<file path="src/rtl/gpio_irq_pkg.sv">
package gpio_irq_pkg;
  localparam int ADDR_W = 4;

  typedef enum logic [ADDR_W-1:0] {
    REG_OUT  = 4'd0,
    REG_DIR  = 4'd1,
    REG_EN   = 4'd2,
    REG_MASK = 4'd3,
    REG_TYPE = 4'd4,
    REG_POL  = 4'd5,
    REG_STAT = 4'd6,
    REG_RAW  = 4'd7,
    REG_ACK  = 4'd8,
    REG_PIN  = 4'd9
  } regAddr_e;

  typedef struct packed {
    logic     wrOut;
    logic     wrDir;
    logic     wrEn;
    logic     wrMask;
    logic     wrType;
    logic     wrPol;
    logic     wrAck;
    logic     rdValid;
    regAddr_e rdSel;
  } ctrlStrobe_t;
endpackage

</file>
<file path="src/rtl/gpio_irq_ctrl.sv">
module gpio_irq_ctrl
  import gpio_irq_pkg::*;
(
  input  logic [ADDR_W-1:0] busAddr,
  input  logic              busWe,
  output ctrlStrobe_t       strb
);
  always_comb begin
    strb         = '0;
    strb.rdSel   = regAddr_e'(busAddr);
    strb.rdValid = (busAddr <= ADDR_W'(REG_PIN));
    if (busWe) begin
      case (busAddr)
        REG_OUT:  strb.wrOut  = 1'b1;
        REG_DIR:  strb.wrDir  = 1'b1;
        REG_EN:   strb.wrEn   = 1'b1;
        REG_MASK: strb.wrMask = 1'b1;
        REG_TYPE: strb.wrType = 1'b1;
        REG_POL:  strb.wrPol  = 1'b1;
        REG_ACK:  strb.wrAck  = 1'b1;
        default:  ;
      endcase
    end
  end
endmodule

</file>
<file path="src/rtl/gpio_irq_dp.sv">
module gpio_irq_dp
  import gpio_irq_pkg::*;
#(
  parameter int NUM_PINS    = 32,
  parameter int SYNC_STAGES = 2
) (
  input  logic                clk,
  input  logic                rstN,
  input  ctrlStrobe_t         strb,
  input  logic [NUM_PINS-1:0] wdata,
  input  logic [NUM_PINS-1:0] pinIn,
  output logic [NUM_PINS-1:0] rdata,
  output logic [NUM_PINS-1:0] pinOut,
  output logic [NUM_PINS-1:0] pinOe,
  output logic                irqOut,
  output logic [NUM_PINS-1:0] rawStatus,
  output logic [NUM_PINS-1:0] edgePend,
  output logic [NUM_PINS-1:0] enBits,
  output logic [NUM_PINS-1:0] maskBits,
  output logic [NUM_PINS-1:0] pinLevel
);
  localparam int LAST = SYNC_STAGES - 1;

  logic [NUM_PINS-1:0] outQ, dirQ, enQ, maskQ, typeQ, polQ;
  logic [NUM_PINS-1:0] syncQ [SYNC_STAGES];
  logic [NUM_PINS-1:0] prevLevel, pendQ;
  logic [NUM_PINS-1:0] rise, fall, edgeHit, levelHit, ackBits, statusMasked;

  // synchronizer chain, length picked by parameter
  for (genvar g = 0; g < SYNC_STAGES; g++) begin : gSync
    if (g == 0) begin : gFirst
      always_ff @(posedge clk or negedge rstN)
        if (!rstN) syncQ[g] <= '0;
        else       syncQ[g] <= pinIn;
    end else begin : gNext
      always_ff @(posedge clk or negedge rstN)
        if (!rstN) syncQ[g] <= '0;
        else       syncQ[g] <= syncQ[g-1];
    end
  end

  assign pinLevel = syncQ[LAST];

  always_ff @(posedge clk or negedge rstN) begin
    if (!rstN) begin
      outQ <= '0; dirQ <= '0; enQ <= '0; maskQ <= '0;
      typeQ <= '0; polQ <= '0; prevLevel <= '0; pendQ <= '0;
    end else begin
      if (strb.wrOut)  outQ  <= wdata;
      if (strb.wrDir)  dirQ  <= wdata;
      if (strb.wrEn)   enQ   <= wdata;
      if (strb.wrMask) maskQ <= wdata;
      if (strb.wrType) typeQ <= wdata;
      if (strb.wrPol)  polQ  <= wdata;
      prevLevel <= pinLevel;
      // a fresh edge overrides a simultaneous acknowledge
      pendQ <= (pendQ & ~ackBits) | edgeHit;
    end
  end

  always_comb begin
    rise      = pinLevel & ~prevLevel;
    fall      = ~pinLevel & prevLevel;
    edgeHit   = enQ & typeQ & ((polQ & rise) | (~polQ & fall));
    levelHit  = enQ & ~typeQ & ((polQ & pinLevel) | (~polQ & ~pinLevel));
    ackBits   = strb.wrAck ? wdata : '0;
    rawStatus = (pendQ & enQ & typeQ) | levelHit;
    statusMasked = rawStatus & ~maskQ;
  end

  assign irqOut   = |statusMasked;
  assign pinOut   = outQ;
  assign pinOe    = dirQ;
  assign edgePend = pendQ;
  assign enBits   = enQ;
  assign maskBits = maskQ;

  always_comb begin
    rdata = '0;
    if (strb.rdValid) begin
      case (strb.rdSel)
        REG_OUT:  rdata = outQ;
        REG_DIR:  rdata = dirQ;
        REG_EN:   rdata = enQ;
        REG_MASK: rdata = maskQ;
        REG_TYPE: rdata = typeQ;
        REG_POL:  rdata = polQ;
        REG_STAT: rdata = statusMasked;
        REG_RAW:  rdata = rawStatus;
        REG_PIN:  rdata = pinLevel;
        default:  rdata = '0;
      endcase
    end
  end
endmodule

</file>
<file path="src/rtl/gpio_irq_port.sv">
module gpio_irq_port
  import gpio_irq_pkg::*;
#(
  parameter int NUM_PINS    = 32,
  parameter int SYNC_STAGES = 2
) (
  input  logic                clk,
  input  logic                rstN,
  input  logic [ADDR_W-1:0]   busAddr,
  input  logic                busWe,
  input  logic [NUM_PINS-1:0] busWdata,
  output logic [NUM_PINS-1:0] busRdata,
  input  logic [NUM_PINS-1:0] pinIn,
  output logic [NUM_PINS-1:0] pinOut,
  output logic [NUM_PINS-1:0] pinOe,
  output logic                irqOut
);
  ctrlStrobe_t         strb;
  logic [NUM_PINS-1:0] rawStatus, edgePend, enBits, maskBits, pinLevel;

  gpio_irq_ctrl u_ctrl (
    .busAddr (busAddr),
    .busWe   (busWe),
    .strb    (strb)
  );

  gpio_irq_dp #(.NUM_PINS(NUM_PINS), .SYNC_STAGES(SYNC_STAGES)) u_dp (
    .clk       (clk),
    .rstN      (rstN),
    .strb      (strb),
    .wdata     (busWdata),
    .pinIn     (pinIn),
    .rdata     (busRdata),
    .pinOut    (pinOut),
    .pinOe     (pinOe),
    .irqOut    (irqOut),
    .rawStatus (rawStatus),
    .edgePend  (edgePend),
    .enBits    (enBits),
    .maskBits  (maskBits),
    .pinLevel  (pinLevel)
  );
endmodule

</file>
<file path="config.mk">
export PLATFORM = sky130hd
export DESIGN_NAME = gpio_irq_port
export DESIGN_NICKNAME = d
export VERILOG_FILES = /design/src/rtl/gpio_irq_pkg.sv /design/src/rtl/gpio_irq_ctrl.sv /design/src/rtl/gpio_irq_dp.sv /design/src/rtl/gpio_irq_port.sv
export SDC_FILE = /design/constraint.sdc
export NUM_CORES = 1
export LEC_CHECK = 0
export BUFFER_PORTS_ARGS = -buffer_cell sky130_fd_sc_hd__clkbuf_2
export CAP_MARGIN = 10
export CORE_MARGIN = 1.5
export CORE_UTILIZATION = 30
export CTS_BUF_LIST = sky130_fd_sc_hd__clkbuf_16
export DETAILED_ROUTE_END_ITERATION = 8
export GPL_TIMING_DRIVEN = 0
export PLACE_DENSITY_LB_ADDON = 0.3
export SYNTH_ARGS = -nofsm -noshare
export SYNTH_HDL_FRONTEND = slang
export SYNTH_HIERARCHICAL = 1
export SYNTH_SLANG_ARGS = --single-unit
</file>
<file path="constraint.sdc">
create_clock -name clk -period 5 [get_ports clk]
set_clock_uncertainty 0.2 [all_clocks]
set_input_delay 0.25 -clock clk [delete_from_list [all_inputs] [get_ports clk]]
set_output_delay 0.25 -clock clk [all_outputs]
set_load 0.005 [all_outputs]
</file>
# == After elaboration in Yosys (flattened, before gate mapping) ==
# Index checks and enable logic that the tools add are counted.
# totals
output_inout_bits,97
in_bits,71
ff_bits,320
# op_classes
eq_ne,9
mux,11
order_cmp,1
bitwise_logic,24
reduce_logical,2
# ops
op,n
AND 32 bit,14
one-hot mux 32 bit (9 select lines),1
NOT 32 bit,6
OR 32 bit,4
two-way mux 32 bit,2
OR reduction 32 bit,1
equality test 4 x 3 -> 1 bit (second input constant),4
equality test 4 x 2 -> 1 bit (second input constant),2
equality test 4 bit (second input constant),2
two-way mux 1 bit,7
two-way mux 7 bit,1
equality test 4 x 1 -> 1 bit (second input constant),1
<= comparator 4 bit (second input constant),1
logical NOT 4 bit,1

# == Depth between registers and ports, before layout ==
# depth
word_depth,8
ltp_mapped,8
ltp_nobuf,5

# == Hierarchy ==
# Netlist, hierarchy kept.
# by_module_without_submodules
mod,area_each_um2,seq_area_each_um2,n_inst,cells_each
gpio_irq_dp,14840.5,8007.7,1,1286
gpio_irq_ctrl,105.1,0.0,1,18

# == Worst setup path before layout ==
# OpenSTA, ideal clock, no wires.
# synth_path
path_type,input-to-reg
startpoint,input port busAddr[3]
endpoint,"register u_dp.maskQ[10], in the netlist u_dp/maskBits[10]"
cell_stages,5
slack_ns,2.907
required_time_ns,4.675
arrival_time_ns,1.768
n_path_buf,2
path_cell_list,or3b_4 > nor3_1 > clkbuf_1 > buf_1 > mux2_2
# synth_lines
item,line,rtl
from (decl),gpio_irq_port.sv:9,"input logic [ADDR_W-1:0] busAddr,"
to (signal assigned),gpio_irq_dp.sv:52,if (strb.wrMask) maskQ <= wdata;
to (decl),gpio_irq_dp.sv:24,"logic [NUM_PINS-1:0] outQ, dirQ, enQ, maskQ, typeQ, polQ;"

# == Worst setup path after layout ==
# layout_path
startpoint,input port busAddr[3]
endpoint,output port busRdata[29]
# layout_via
elab_chain_cells,3
# layout_lines
item,line,rtl
"equality test 4 bit, or another cell as far along",gpio_irq_dp.sv:81,case (strb.rdSel)
one-hot mux 32 bit (9 select lines),gpio_irq_dp.sv:81,
two-way mux 32 bit *,gpio_irq_dp.sv:80,if (strb.rdValid) begin
to (decl),gpio_irq_port.sv:12,"output logic [NUM_PINS-1:0] busRdata,"
# Mark *: on every way between the ends. The rest lies on a longest branch, timed or not.

==> impl_metrics.env <==
export IMPL_wl_mm=49.97
export IMPL_hp_class="in2async"
export IMPL_peakVddDrop_v=0.0002458
export IMPL_vias_per_cell=5.363
export IMPL_worstSetupPathType="in2out"
export IMPL_drt_iter0_drc=1092
export IMPL_gr_total_overflow=0
export IMPL_reg2reg_depth=3
export IMPL_reg2reg_from="u_dp/pinLevel[20]"
export IMPL_cts_resized=0
export IMPL_clk_path_buf_depth=3
export IMPL_detailed_place_hpwl_mm=34.01
export IMPL_placed_cells=2057
export IMPL_register_area_um2=8008
export IMPL_start_util_pct=30.61
export IMPL_syn_area_per_cell_um2=11.56
export IMPL_grtUsageTotal_pct=19.86
export IMPL_fin_nets=1623
export IMPL_num_io_pins=168
export IMPL_final_instance_count_excl_fill=2194
export IMPL_rsz0062_at_grt="no"
export IMPL_areaGrowthSynthToFinish_pct=24.85
export IMPL_layout_commonest_cell="dfrtp_1"
export IMPL_fp_row_count=80
export IMPL_start_kind="primary input"
export IMPL_min_period_over_period_pct=78.63
export IMPL_drtAntennaViolNets=0
export IMPL_status="completed"
export IMPL_drive_gt1_share_pct=26.36
export IMPL_synth_area_um2=14710
export IMPL_io_buffer_count=167
export IMPL_grt_pass1_vias=11510
export IMPL_fin_ws_ns=1.068
export IMPL_p_total_mw=7.994
export IMPL_antenna_found_initial=1
export IMPL_slew_viol_final=0
export IMPL_layout_min_cycle_time_ns=3.932
export IMPL_dieWidth_um=224.4
export IMPL_cts_root_buffer="clkbuf_16"
export IMPL_maxSlewHeadroom_pct=25.48
export IMPL_p_leak_nw=7.736
export IMPL_crit_path_end_kind="output pin"
export IMPL_cts_sinks=320
export IMPL_wl_per_cell_um=22.78
export IMPL_worstPathRequired_ns=4.55
export IMPL_die_y_um=224.4
export IMPL_tightest_slew_ns=1.102
export IMPL_grt_max_degree=105
export IMPL_multi_input_area_um2=6397
export IMPL_numCtsBuffers=37
export IMPL_finalSetupViolations=0
export IMPL_clk_latency_ns=0.55
export IMPL_finalHoldViolCount=0
export IMPL_nFillCells=4741
export IMPL_maxCapViolations=0
export IMPL_die_area_um2=50360
export IMPL_yosys_warnings=6
export IMPL_ctsHtreeMaxLevel=2
export IMPL_fmax_mhz=254.4
export IMPL_powerDensity_nw_per_um2=435.4
export IMPL_gp_congestion=0.8671
export IMPL_worstPathArrival_ns=3.48
export IMPL_syn_instance_count=1272
export IMPL_layout_common_cells="320 x dfrtp_1, 191 x nand2_1, 166 x clkbuf_2, 155 x mux2_2, 99 x o21ai_0"
export IMPL_drc=0
export IMPL_grt_pass1_wl_mm=74.11
export IMPL_drtPass1Iterations=6
export IMPL_hold_slack_ns=0.07715
export IMPL_crit_path_start="busAddr[3]"
export IMPL_path_clk_slew_ns=0.05
export IMPL_cts_tree="yes"
export IMPL_tns_ns=0
export IMPL_coreArea_um2=48050
export IMPL_cp_max_fo=10
export IMPL_syn_nets=1343
export IMPL_num_vias=11770
export IMPL_place_ws_ns=1.764
-- repair_timing --
item,4_1_cts,5_1_grt
endpoints found under the hold margin,499,0
hold buffers,71,0
buffers inserted,0,0
-- state kept, by name (all words and copies together), names as in the netlist --
| signal | count |
|---|---|
| u_dp/polQ | 32 |
| u_dp/pinOe | 32 |
| u_dp/enBits | 32 |
| u_dp/pinLevel | 32 |
| u_dp/prevLevel | 32 |
| u_dp/edgePend | 32 |
| u_dp/typeQ | 32 |
| u_dp/pinOut | 32 |
| u_dp/syncQ | 32 |
| u_dp/maskBits | 32 |
-- path summary, 6_finish.rpt --
path | endpoint | slack (ns)
max | busRdata[29] | 1.07
min | u_dp/polQ[8] | 0.08
max reg2reg | u_dp/edgePend[20] | 3.67
min reg2reg | u_dp/pinLevel[0] | 0.14
max in group asynchronous | u_dp/pinOut[24] | 3.60
min in group clk | u_dp/syncQ[35] | 0.14
-- routing by layer --
layer / routed length (um) / up-vias / track usage (%)
met5: 0 / - / 0
met1: 21700 / 5890 / 26.95
met4: 1931 / 0 / 7.599
met3: 4335 / 121 / 5.656
met2: 22000 / 507 / 29.95
li1: - / 5248 / -
-- metrics by stage --
step	instance area (um^2)	utilization, %
floorplan	14710	-
detailed placement	16410	34.15
global route	18360	38.21
CTS	18360	38.21
finish	18360	38.21
global placement	16310	33.95
-- report_power, final --
group | switching [mW] | internal, mW | leakage [nW]
logic | 0.673 | 0.804 | 3.27
registers | 0.608 | 3.13 | 3.85
clock network | 1.11 | 1.67 | 0.622
total | 2.39 | 5.60 | 7.74
-- area by class of cell --
| class | instances | area share, % |
|---|---|---|
| clock buffers | 39 | 5.316 |
| diodes | 1 | 0.01363 |
| inverters | 5 | 0.1022 |
| clock inverters | 26 | 1.370 |
| flip-flops and latches | 320 | 43.62 |
| repair buffers | 241 | 8.976 |
| well taps | 615 | 4.191 |
| plain buffers | 66 | 1.568 |
| multi-input cells | 881 | 34.85 |
-- worst max-delay path: stages --
cell and delay [ns]:
dlygate4sd3_1 0.54, clkbuf_2 0.14, buf_4 0.13, buf_2 0.15, nor2_2 0.66, and3_1 0.24
buf_2 0.23, buf_2 0.38, a221oi_1 0.14, a31oi_1 0.40, clkbuf_2 0.21
(Power assumes the default switching activity.)
